===== src/rtl/memop_pkg.sv =====
package memop_pkg;

  localparam logic [3:0] OPC_LD_PC   = 4'b0010;
  localparam logic [3:0] OPC_LD_BASE = 4'b0110;
  localparam logic [3:0] OPC_LD_IND  = 4'b1010;
  localparam logic [3:0] OPC_ST_PC   = 4'b0011;
  localparam logic [3:0] OPC_ST_BASE = 4'b0111;
  localparam logic [3:0] OPC_ST_IND  = 4'b1011;
  localparam logic [3:0] OPC_ADDR    = 4'b1110;
  localparam logic [3:0] OPC_VECTOR  = 4'b1111;

  typedef enum logic [2:0] {
    S_IDLE,
    S_ADDR,
    S_PTR_READ,
    S_ACCESS,
    S_DONE
  } seq_state_e;

  typedef enum logic [1:0] {
    AM_PCREL,
    AM_BASE,
    AM_VECTOR
  } amode_e;

  typedef struct packed {
    logic   valid;
    logic   is_load;
    logic   is_store;
    logic   indirect;
    logic   addr_only;
    amode_e amode;
  } memop_ctl_t;

endpackage


===== src/rtl/memop_decode.sv =====
module memop_decode
  import memop_pkg::*;
(
  input  logic [3:0] opcode,
  output memop_ctl_t ctl
);

  always_comb begin
    ctl = '{valid: 1'b0, is_load: 1'b0, is_store: 1'b0, indirect: 1'b0,
            addr_only: 1'b0, amode: AM_PCREL};
    case (opcode)
      OPC_LD_PC: begin
        ctl.valid   = 1'b1;
        ctl.is_load = 1'b1;
      end
      OPC_LD_BASE: begin
        ctl.valid   = 1'b1;
        ctl.is_load = 1'b1;
        ctl.amode   = AM_BASE;
      end
      OPC_LD_IND: begin
        ctl.valid    = 1'b1;
        ctl.is_load  = 1'b1;
        ctl.indirect = 1'b1;
      end
      OPC_ST_PC: begin
        ctl.valid    = 1'b1;
        ctl.is_store = 1'b1;
      end
      OPC_ST_BASE: begin
        ctl.valid    = 1'b1;
        ctl.is_store = 1'b1;
        ctl.amode    = AM_BASE;
      end
      OPC_ST_IND: begin
        ctl.valid    = 1'b1;
        ctl.is_store = 1'b1;
        ctl.indirect = 1'b1;
      end
      OPC_ADDR: begin
        ctl.valid     = 1'b1;
        ctl.addr_only = 1'b1;
      end
      OPC_VECTOR: begin
        ctl.valid = 1'b1;
        ctl.amode = AM_VECTOR;
      end
      default: ;
    endcase
  end

endmodule


===== src/rtl/memop_addrgen.sv =====
module memop_addrgen
  import memop_pkg::*;
#(
  parameter int WORD_W     = 16,
  parameter int PC_OFF_W   = 9,
  parameter int BASE_OFF_W = 6,
  parameter int VEC_W      = 8,
  localparam int SRC_W     = (PC_OFF_W > VEC_W) ?
                             ((PC_OFF_W > BASE_OFF_W) ? PC_OFF_W : BASE_OFF_W) :
                             ((VEC_W > BASE_OFF_W) ? VEC_W : BASE_OFF_W)
)(
  input  logic [SRC_W-1:0]  off_field,
  input  logic [WORD_W-1:0] pc_val,
  input  logic [WORD_W-1:0] base_val,
  input  amode_e            amode,
  output logic [WORD_W-1:0] pcrel_ea,
  output logic [WORD_W-1:0] base_ea,
  output logic [WORD_W-1:0] vec_ea,
  output logic [WORD_W-1:0] ea
);

  function automatic logic [WORD_W-1:0] add_pc_offset(
    input logic [WORD_W-1:0] pc, input logic [PC_OFF_W-1:0] off);
    logic [WORD_W-1:0] ext;
    ext = {{(WORD_W-PC_OFF_W){off[PC_OFF_W-1]}}, off};
    return pc + ext;
  endfunction

  function automatic logic [WORD_W-1:0] add_base_offset(
    input logic [WORD_W-1:0] base, input logic [BASE_OFF_W-1:0] off);
    logic [WORD_W-1:0] ext;
    ext = {{(WORD_W-BASE_OFF_W){off[BASE_OFF_W-1]}}, off};
    return base + ext;
  endfunction

  function automatic logic [WORD_W-1:0] vector_address(
    input logic [VEC_W-1:0] vec);
    return {{(WORD_W-VEC_W){1'b0}}, vec};
  endfunction

  assign pcrel_ea = add_pc_offset(pc_val, off_field[PC_OFF_W-1:0]);
  assign base_ea  = add_base_offset(base_val, off_field[BASE_OFF_W-1:0]);
  assign vec_ea   = vector_address(off_field[VEC_W-1:0]);

  always_comb begin
    case (amode)
      AM_BASE:   ea = base_ea;
      AM_VECTOR: ea = vec_ea;
      default:   ea = pcrel_ea;
    endcase
  end

endmodule


===== src/rtl/memop_fsm.sv =====
module memop_fsm
  import memop_pkg::*;
#(
  parameter int WORD_W  = 16,
  parameter int REG_W   = 3,
  parameter int DST_LSB = 9,
  localparam int FIELD_W = DST_LSB + REG_W
)(
  input  logic               clk,
  input  logic               rst_n,
  input  logic               start,
  input  logic [FIELD_W-1:0] field_in,
  input  logic [WORD_W-1:0]  pc_in,
  input  logic [WORD_W-1:0]  base_in,
  input  logic [WORD_W-1:0]  src_in,
  input  memop_ctl_t         ctl_in,
  input  logic [WORD_W-1:0]  ea_in,
  input  logic [WORD_W-1:0]  mem_rdata,
  input  logic               mem_ready,
  output logic [FIELD_W-1:0] field_q,
  output logic [WORD_W-1:0]  pc_q,
  output logic [WORD_W-1:0]  base_q,
  output amode_e             amode_q,
  output logic [WORD_W-1:0]  mem_addr,
  output logic               mem_rd,
  output logic               mem_wr,
  output logic [WORD_W-1:0]  mem_wdata,
  output logic [WORD_W-1:0]  ld_value,
  output logic [REG_W-1:0]   ld_dst,
  output logic               ld_we,
  output logic               cc_we,
  output logic               done,
  output logic               start_take,
  output logic               op_addr_only,
  output logic               op_indirect,
  output logic               op_store
);

  seq_state_e        state_q;
  memop_ctl_t        ctl_q;
  logic [WORD_W-1:0] src_q;
  logic [WORD_W-1:0] addr_q;
  logic [WORD_W-1:0] data_q;
  logic              req_fire;

  assign start_take = (state_q == S_IDLE) && start;
  assign req_fire   = (mem_rd || mem_wr) && mem_ready;

  always_ff @(posedge clk or negedge rst_n) begin
    if (!rst_n) begin
      state_q <= S_IDLE;
      ctl_q   <= '{valid: 1'b0, is_load: 1'b0, is_store: 1'b0, indirect: 1'b0,
                   addr_only: 1'b0, amode: AM_PCREL};
      field_q <= '0;
      pc_q    <= '0;
      base_q  <= '0;
      src_q   <= '0;
      addr_q  <= '0;
      data_q  <= '0;
    end else begin
      case (state_q)
        S_IDLE: begin
          if (start) begin
            ctl_q   <= ctl_in;
            field_q <= field_in;
            pc_q    <= pc_in;
            base_q  <= base_in;
            src_q   <= src_in;
            state_q <= S_ADDR;
          end
        end
        S_ADDR: begin
          addr_q <= ea_in;
          if (!ctl_q.valid) begin
            state_q <= S_DONE;
          end else if (ctl_q.addr_only) begin
            data_q  <= ea_in;
            state_q <= S_DONE;
          end else if (ctl_q.indirect) begin
            state_q <= S_PTR_READ;
          end else begin
            state_q <= S_ACCESS;
          end
        end
        S_PTR_READ: begin
          if (req_fire) begin
            addr_q  <= mem_rdata;
            state_q <= S_ACCESS;
          end
        end
        S_ACCESS: begin
          if (req_fire) begin
            if (!ctl_q.is_store) data_q <= mem_rdata;
            state_q <= S_DONE;
          end
        end
        S_DONE:  state_q <= S_IDLE;
        default: state_q <= S_IDLE;
      endcase
    end
  end

  assign amode_q      = ctl_q.amode;
  assign op_addr_only = ctl_q.addr_only;
  assign op_indirect  = ctl_q.indirect;
  assign op_store     = ctl_q.is_store;

  assign mem_addr  = addr_q;
  assign mem_wdata = src_q;
  assign mem_rd    = (state_q == S_PTR_READ) ||
                     ((state_q == S_ACCESS) && !ctl_q.is_store);
  assign mem_wr    = (state_q == S_ACCESS) && ctl_q.is_store;

  assign done     = (state_q == S_DONE);
  assign ld_we    = done && (ctl_q.is_load || ctl_q.addr_only);
  assign cc_we    = ld_we;
  assign ld_value = data_q;
  assign ld_dst   = field_q[DST_LSB +: REG_W];

endmodule


===== src/rtl/memop_seq.sv =====
module memop_seq
  import memop_pkg::*;
#(
  parameter int WORD_W     = 16,
  parameter int OPC_W      = 4,
  parameter int REG_W      = 3,
  parameter int DST_LSB    = 9,
  parameter int PC_OFF_W   = 9,
  parameter int BASE_OFF_W = 6,
  parameter int VEC_W      = 8,
  localparam int FIELD_W   = DST_LSB + REG_W,
  localparam int SRC_W     = (PC_OFF_W > VEC_W) ?
                             ((PC_OFF_W > BASE_OFF_W) ? PC_OFF_W : BASE_OFF_W) :
                             ((VEC_W > BASE_OFF_W) ? VEC_W : BASE_OFF_W)
)(
  input  logic              clk,
  input  logic              rst_n,
  input  logic              start,
  input  logic [WORD_W-1:0] instr,
  input  logic [WORD_W-1:0] pc_next,
  input  logic [WORD_W-1:0] base_val,
  input  logic [WORD_W-1:0] src_val,
  output logic [WORD_W-1:0] mem_addr,
  output logic              mem_rd,
  output logic              mem_wr,
  output logic [WORD_W-1:0] mem_wdata,
  input  logic [WORD_W-1:0] mem_rdata,
  input  logic              mem_ready,
  output logic [WORD_W-1:0] ld_value,
  output logic [REG_W-1:0]  ld_dst,
  output logic              ld_we,
  output logic              cc_we,
  output logic              done
);

  memop_ctl_t         ctl_w;
  logic [FIELD_W-1:0] field_q_w;
  logic [WORD_W-1:0]  pc_q_w;
  logic [WORD_W-1:0]  base_q_w;
  amode_e             amode_w;
  logic [WORD_W-1:0]  pcrel_ea_w;
  logic [WORD_W-1:0]  base_ea_w;
  logic [WORD_W-1:0]  vec_ea_w;
  logic [WORD_W-1:0]  ea_w;
  logic               start_take_w;
  logic               op_addr_only_w;
  logic               op_indirect_w;
  logic               op_store_w;

  memop_decode u_decode (
    .opcode (instr[WORD_W-1 -: OPC_W]),
    .ctl    (ctl_w)
  );

  memop_addrgen #(
    .WORD_W     (WORD_W),
    .PC_OFF_W   (PC_OFF_W),
    .BASE_OFF_W (BASE_OFF_W),
    .VEC_W      (VEC_W)
  ) u_addrgen (
    .off_field (field_q_w[SRC_W-1:0]),
    .pc_val    (pc_q_w),
    .base_val  (base_q_w),
    .amode     (amode_w),
    .pcrel_ea  (pcrel_ea_w),
    .base_ea   (base_ea_w),
    .vec_ea    (vec_ea_w),
    .ea        (ea_w)
  );

  memop_fsm #(
    .WORD_W  (WORD_W),
    .REG_W   (REG_W),
    .DST_LSB (DST_LSB)
  ) u_fsm (
    .clk          (clk),
    .rst_n        (rst_n),
    .start        (start),
    .field_in     (instr[FIELD_W-1:0]),
    .pc_in        (pc_next),
    .base_in      (base_val),
    .src_in       (src_val),
    .ctl_in       (ctl_w),
    .ea_in        (ea_w),
    .mem_rdata    (mem_rdata),
    .mem_ready    (mem_ready),
    .field_q      (field_q_w),
    .pc_q         (pc_q_w),
    .base_q       (base_q_w),
    .amode_q      (amode_w),
    .mem_addr     (mem_addr),
    .mem_rd       (mem_rd),
    .mem_wr       (mem_wr),
    .mem_wdata    (mem_wdata),
    .ld_value     (ld_value),
    .ld_dst       (ld_dst),
    .ld_we        (ld_we),
    .cc_we        (cc_we),
    .done         (done),
    .start_take   (start_take_w),
    .op_addr_only (op_addr_only_w),
    .op_indirect  (op_indirect_w),
    .op_store     (op_store_w)
  );

endmodule


===== config.mk =====
export PLATFORM = sky130hd
export DESIGN_NAME = memop_seq
export DESIGN_NICKNAME = d
export VERILOG_FILES = /design/src/rtl/memop_pkg.sv /design/src/rtl/memop_decode.sv /design/src/rtl/memop_addrgen.sv /design/src/rtl/memop_fsm.sv /design/src/rtl/memop_seq.sv
export SDC_FILE = /design/constraint.sdc
export NUM_CORES = 1
export LEC_CHECK = 0
export CORE_MARGIN = 5
export CORE_UTILIZATION = 46
export CTS_CLUSTER_DIAMETER = 60
export DETAILED_ROUTE_END_ITERATION = 7
export HOLD_SLACK_MARGIN = 0.08
export PLACE_DENSITY = 0.77
export SLEW_MARGIN = 20
export SYNTH_ARGS = -nofsm -noshare
export SYNTH_HDL_FRONTEND = slang
export SYNTH_SLANG_ARGS = --single-unit

===== constraint.sdc =====
create_clock -name clk -period 2.49 [get_ports clk]
set_clock_uncertainty 0.15 [all_clocks]
set_input_delay 0.3735 -clock clk [delete_from_list [all_inputs] [get_ports clk]]
set_output_delay 0.3735 -clock clk [all_outputs]
set_load 0.1 [all_outputs]

==> results.md, run 1 <==
- DRT Pass-1 Iters: 5
- Final hold violations: 0
- Final Critical Period: 2.741 ns
- Setup TNS: -2.522 ns
- CTS root buffer: clkbuf_16
- Ys Warns: 0
- Failing checks: setup timing
- Fin crit share: 110.1%
- Ys async rst share: 100.0%
- FF-to-FF setup slack: -0.25 ns
- Total inserted antenna cells: 0
- DP Wirelength: 12.63 mm
- GR Overflow Total: 0
- Status: complete, but fails checks
- Final critical-path setup slack: -0.2510 ns
- Synth Net Count: 848
- Num CTS Buffers: 9
- Nature of the critical path endpoint: flip-flop
- Die H: 124.8 um
- CP Class: reg2reg
- Routed Antenna Nets: 0
- Drt wl/cell: 15.61 um
- Synth top cells by count: 241 x nand2_1, 102 x dfrtp_1, 51 x o21ai_0, 38 x a21oi_1, 38 x nor2_1
- CTS tree: yes
- Global-route wire length before repair: about 28 mm
- Port Buffers: about 140
- Yosys top cell area share: between 40% and 50%
- Starting DRT DRC Count: between 300 and 400
- Setup violations, final: 19
- Reg2Reg Depth: 9
- Die width: 124.8 um
- Top_reg_cell synth: dfrtp_1
- Seq cells post-synth: 102
- Critical path origin: u_fsm.pc_q[1]
- Final Slew Violations: 0
- Ports: 140
- Launching point of the worst reg2reg path: u_fsm.pc_q[1]
- HP Class: in2async
- Initial Util: 46.34%
- Startpoint Class: flip-flop
- Crit path required time: 2.55 ns
- CTS sink cnt: 102
- Post-Syn Area per Cell: 8.306 um^2
- Slew Limit Headroom: 63.34%
- Nets: 1049
- Die area: 15580 um^2
- Slew @ Worst Pin: 0.5481 ns
- Global Route Usage Sum: 21.40%
- Mapped Cells: 730
- Total core area: 13090 um^2
- Synth area leader: dfrtp_1
- Yosys cell types: 62
- Vias per cell: 5.333
- Vias: a little under 6000
- Top cells by area, synth: dfrtp_1 42%, nand2_1 15%, ha_1 6.6%
- Post-synth EDFFs: 0
- Top Layer Used: met4
- Max cap viols: 0
- Critical path peak fanout: 3
- Netlist Area Pre-Place: 6063 um^2
- Clk slew on worst S/H paths: 0.07 ns
- Sequential area share after synthesis: 42.10%
- Metal3 WL: 1.203 mm
- Area grow syn2layout: 46.16%
- Gpl congestion: between 0.9 and 1
- RSZ-0062 raised after global routing: true
- Clk_lat worst skew: 0.35 ns
- Reg-to-Reg End: u_fsm.mem_addr[11]
- H-tree depth: 3
- CP Data Arrival Time: 2.80 ns
- Max Freq: ~0.36 GHz
- Initial antenna violation count: 0
- Most common cell in the netlist: nand2_1
- Met2 Wirelength: 7.974 mm
- Layout cells sized above 1: about a quarter
- Final WL: 17.35 mm
- FP Rows: 42
- Clk buf depth: 2
- Vias in the first global route: 5783
- Largest net degree at the start of global routing: between 50 and 60
- DRT met1 WL: between 7 and 8 mm
- Residual DRC count: 0
## per-stage QoR
step	util (%)	area [um^2]	hold WS [ns]	worst slack (ns)	instances
after floorplan	-	6137	-0.07209	-0.1031	730
after global placement	61.79	8085	0.05210	-0.1742	1079
after detailed placement	61.79	8085	0.05202	-0.2240	1079
after CTS	65.48	8568	0.2257	-0.1673	1104
after global routing	67.73	8862	0.2438	-0.3426	1111
final	67.73	8862	0.2285	-0.2510	1111
## critical path: stages, from the launching register on
cell       delay (ns)
dfrtp_1          0.46
ha_4             0.29
a21o_1           0.15
nand4_1          0.26
a2111oi_4        0.49
buf_4            0.19
nor4_4           0.04
mux2i_1          0.15
a221oi_2         0.30
a31oi_1          0.12
## final cells by class
type                       instances  area [um^2]
clock buffer                      10        229.0
timing repair buffer             226         2042
sequential                       102         2556
fill                            1017         4223
tap                              176        220.2
multi-input combinational        574         3695
clock inverter                     5        52.55
inverter                          18        67.56
## sequential cells by signal, indices dropped and copies added, names as in the netlist
| name | count |
|---|---|
| u_fsm.mem_addr | 16 |
| u_fsm.ctl_q | 2 |
| u_fsm.field_q | 12 |
| u_fsm.amode_q | 2 |
| u_fsm.mem_wdata | 16 |
| u_fsm.pc_q | 16 |
| u_fsm.op_addr_only | 1 |
| u_fsm.op_indirect | 1 |
| u_fsm.base_q | 16 |
| u_fsm.ld_value | 16 |
| u_fsm.op_store | 1 |
| u_fsm.state_q | 3 |
## metal layers
| metal | global-route usage, % | vias to the layer above |
|---|---|---|
| met5 | 0 | - |
| met2 | 34.13 | 202 |
| met3 | 5.446 | 31 |
| li1 | - | 2915 |
| met1 | 27.78 | 2777 |
| met4 | 8.865 | 0 |
## cells in the final DEF (no fill, tap or decap), types with 4 or more instances in the layout
master,count
o31ai_1,4
xnor2_1,10
o21a_1,6
o211ai_1,5
buf_12,11
nand4_1,7
nand2_1,241
inv_1,17
clkbuf_16,9
a21oi_1,31
a221oi_2,4
ha_1,22
o221ai_1,4
o21ai_0,37
a21o_1,6
mux2i_1,9
buf_4,132
a211oi_2,7
a21oi_2,7
a211oi_1,6
and3_1,10
nand3_1,5
a31oi_1,4
nor2_1,37
clkdlybuf4s50_1,82
o21ai_1,13
ha_4,9
dfrtp_1,99
nor3b_1,4
xor2_1,6
nor3_1,8
nand2b_1,4
## timing repair
item                                    CTS  global route
pin swaps                                17            20
hold buffers                              1             0
resized for setup                        22            51
hold endpoints to repair                102             0
endpoints found under the setup margin   19            26
setup buffers                             9             7
## worst max path at each step
stage,slack [ns],endpoint,cells past startpoint
6_report,-0.25,u_fsm.mem_addr[11],9
5_1_grt,-0.34,u_fsm.ld_value[10],11
4_1_cts,-0.17,u_fsm.mem_addr[14],9
3_5_place_dp,-0.22,u_fsm.ld_value[12],9
3_3_place_gp,-0.17,u_fsm.ld_value[12],9
2_1_floorplan,-0.10,ld_we,4
## kinds of logic after synthesis
kind of cell               Yosys count  share of synthesized area, %
muxes                               12                         2.022
buffers and inverters               54                         3.632
xor gates and xnor gates            18                         2.600
adders and majority gates           34                         7.264
DFF                                102                         42.10
and+or+nand+nor                    339                         23.71
AOI/OAI and AO/OA                  171                         18.68
Power of run 1 is not shown: default switching activity piles up to over one toggle a cycle in this logic, so the estimate is an artifact.
==> run 2, diff against run 1 <==
--- a/config.mk
+++ b/config.mk
@@ -5,13 +5,13 @@
 export SDC_FILE = /design/constraint.sdc
 export NUM_CORES = 1
 export LEC_CHECK = 0
+export CAP_MARGIN = 20
 export CORE_MARGIN = 5
 export CORE_UTILIZATION = 46
 export CTS_CLUSTER_DIAMETER = 60
 export DETAILED_ROUTE_END_ITERATION = 7
 export HOLD_SLACK_MARGIN = 0.08
 export PLACE_DENSITY = 0.77
-export SLEW_MARGIN = 20
 export SYNTH_ARGS = -nofsm -noshare
 export SYNTH_HDL_FRONTEND = slang
 export SYNTH_SLANG_ARGS = --single-unit
==> results of run 2 <==
The final DEF is identical to that of run 1; final timing and power are the same.
Power of run 2 is left out for the same reason.
==> run 3, diff against run 2 <==
--- a/config.mk
+++ b/config.mk
@@ -14,4 +14,5 @@
 export PLACE_DENSITY = 0.77
 export SYNTH_ARGS = -nofsm -noshare
 export SYNTH_HDL_FRONTEND = slang
+export SYNTH_HIERARCHICAL = 1
 export SYNTH_SLANG_ARGS = --single-unit
==> run 3 against run 2 <==
Compared with the run above:
- the flow still finishes with violations (setup timing)
- global-route usage up 0.24 points
- critical path depth unchanged
- first-iteration DRC count down 54%
- routed wire length down 3.1%
- register-to-register slack worse by 0.23 ns
- synthesized cell count down 29%
- sequential share of layout area down 0.43 points
- count of clock-buffer cells in the layout unchanged
- hold slack better by 0.11 ns
- final cell count down 19%
==> results.md, run 3 <==
- Status: complete, but fails checks
- Failing checks: setup timing
- CP dominant cell by count: mux2_2
- Most frequent cells in the layout: 119 x buf_4, 96 x mux2_2, 94 x dfrtp_1
- Drt wl/cell: 18.67 um (+20%)
- Ys Warns: 6 (+6)
- Final critical-path setup slack: -0.4815 ns (-0.2304 ns)
- Min Hold Slack: 0.3363 ns (+0.1077 ns)
- Gpl congestion: 0.8611 (-7.8%)
- Buf/Inv on CP: 0 (-1)
- Ports: 140 (unchanged)
- Initial antenna violation count: 0 (unchanged)
- Port Buffers: 139 (unchanged)
- Die area: 15570 um^2 (about the same)
- FF-to-FF setup slack: -0.48 ns (-0.23 ns)
- Initial Util: 46.30% (about the same)
- Final Critical Period: 2.971 ns (+0.2304 ns)
- Starting DRT DRC Count: 159 (-54%)
- Layout cells sized above 1: 47.93% (+23 points)
- Max stage delay cell, worst path: dfrtp_2
- Synth Net Count: 635 (-25%)
- Vias per cell: 5.407 (+1.4%)
- Finished Layout Cells: 900 (-19%)
- Setup violations, final: 24 (+5)
- Final instance area: 9017 um^2 (+1.8%)
- Area grow syn2layout: 48.84%
- Fin crit share: 119.3% (+9.3 points)
- CP Class: reg2reg
- Routed Antenna Nets: 0 (unchanged)
- Nature of the critical path endpoint: flip-flop
- Total inserted antenna cells: 0 (unchanged)
- Global-route wire length before repair: 27.39 mm (-0.50%)
- Slew @ Worst Pin: 0.7034 ns (+0.1553 ns)
- Vias: 4866 (-18%)
- Clk slew on worst S/H paths: 0.07 ns (about the same)
- Post-Syn Area per Cell: 11.72 um^2 (+41%)
- DRT Pass-1 Iters: 4 (-1)
- Max Freq: 0.3365 GHz (-7.8%)
- H-tree depth: 3 (unchanged)
- Num CTS Buffers: 9 (unchanged)
- FP Rows: 42 (unchanged)
- RSZ-0062 raised after global routing: true
- Total core area: 13090 um^2 (unchanged)
- Final WL: 16.80 mm (-3.1%)
- Max cap viols: 0 (unchanged)
- Largest delay contributor family on the critical path: compound AO/OA/AOI/OAI gates
- DP Wirelength: 12.05 mm (-4.6%)
- Startpoint Class: flip-flop
- GR Overflow Total: 0 (unchanged)
- Vias in the first global route: 5386 (-6.9%)
- Mapped Cells: 517 (-29%)
- Crit path required time: 2.58 ns (+0.03 ns)
- Hold-critical path depth: 1
- Final Slew Violations: 0 (unchanged)
- Die width: 124.8 um (about the same)
- CP Data Arrival Time: 3.06 ns (+0.26 ns)
- Hold EP: u_fsm/mem_wdata[3]
- Clk_lat worst skew: 0.36 ns (about the same)
- Slew Limit Headroom: 53.11% (-10 points)
- Crit-path max cell delay: 0.46 ns (-0.03 ns)
- Global Route Usage Sum: 21.64% (+0.24 points)
- Largest net degree at the start of global routing: 68 (+15%)
- CP cell instances: ha_4 -> a211oi_4 -> o21ai_2 -> o211ai_1 -> a211oi_2 -> o2111a_1 -> a211o_1 -> mux2_2 -> mux2_2
- Commonest non-fill, non-tap cell in the layout: buf_4
- Reg2Reg Depth: 9 (unchanged)
- Util after Layout: 68.91% (+1.2 points)
- Launching point of the worst reg2reg path: u_fsm/field_q[1]
- Residual DRC count: 0 (unchanged)
- CTS tree: yes
- Hold_sp: u_fsm/mem_wdata[3]
- Netlist Area Pre-Place: 6058 um^2 (about the same)
- CTS sink cnt: 102 (unchanged)
- Fillcell total: 945 (-7.1%)
- Nets: 837 (-20%)
- Critical path peak fanout: 4 (+1)
- Die H: 124.8 um (about the same)
- Placed insts: 869 (-19%)
- DP Area: 8128 um^2 (+0.53%)
- Final hold violations: 0 (unchanged)
- CTS root buffer: clkbuf_16
- HP Class: reg2reg
- Clk buf depth: 2 (unchanged)
- Reg-to-Reg End: u_fsm/mem_addr[13]
run 3: metal layers:
layer  global-route usage, %  vias up  part of all wire [%]
met5                       0        -                     0
met1                   24.62     2421                    40
li1                        -     2295                     -
met2                   39.69      123                    53
met3                   6.432       27                   4.8
met4                   5.158        0                   1.9
run 3: worst max path at each step:
stage	from	endpoint	slack (ns)	cells after the start
after CTS	u_fsm/field_q[0]	u_fsm/mem_addr[8]	-0.41	10
after global routing	u_fsm/field_q[1]	u_fsm/mem_addr[14]	-0.60	10
after global placement	u_fsm/field_q[1]	u_fsm/mem_addr[13]	-0.40	9
after floorplan	u_fsm/state_q[1]	ld_we	-0.24	5
final	u_fsm/field_q[1]	u_fsm/mem_addr[13]	-0.48	9
after detailed placement	u_fsm/field_q[0]	u_fsm/mem_addr[8]	-0.53	10
run 3: area by class of cell:
class	count	area, um^2	area share (%)
Clock buffer	10	229.0	2.539
Clock inverter	6	76.32	0.8464
Inverter	11	41.29	0.4579
Multi-Input combinational cell	377	3914	43.40
Sequential cell	102	2562	28.42
Tap cell	176	220.2	2.442
Timing Repair Buffer	218	1974	21.90
run 3: per-stage QoR:
step	setup TNS (ns)	setup slack (ns)
detailed placement	-8.189	-0.5338
global placement	-6.293	-0.3973
global route	-10.10	-0.6037
finish	-7.658	-0.4815
floorplan	-2.651	-0.2419
CTS	-6.418	-0.4081
run 3: worst reg2reg max path, cell delays in order (launching register included):
cell and delay (ns):
dfrtp_2 0.46, ha_4 0.25, a211oi_4 0.27, o21ai_2 0.13
o211ai_1 0.38, a211oi_2 0.15, o2111a_1 0.27, a211o_1 0.26
mux2_2 0.27, mux2_2 0.26
run 3: repair_timing:
action | in CTS | in global routing
pin swaps | 18 | 17
resized for setup | 44 | 45
hold endpoints to repair | 35 | 0
setup buffers | 9 | 5
setup endpoints to repair | 26 | 28
hold buffers | 1 | 0
Power of run 3 is left out for the same reason.
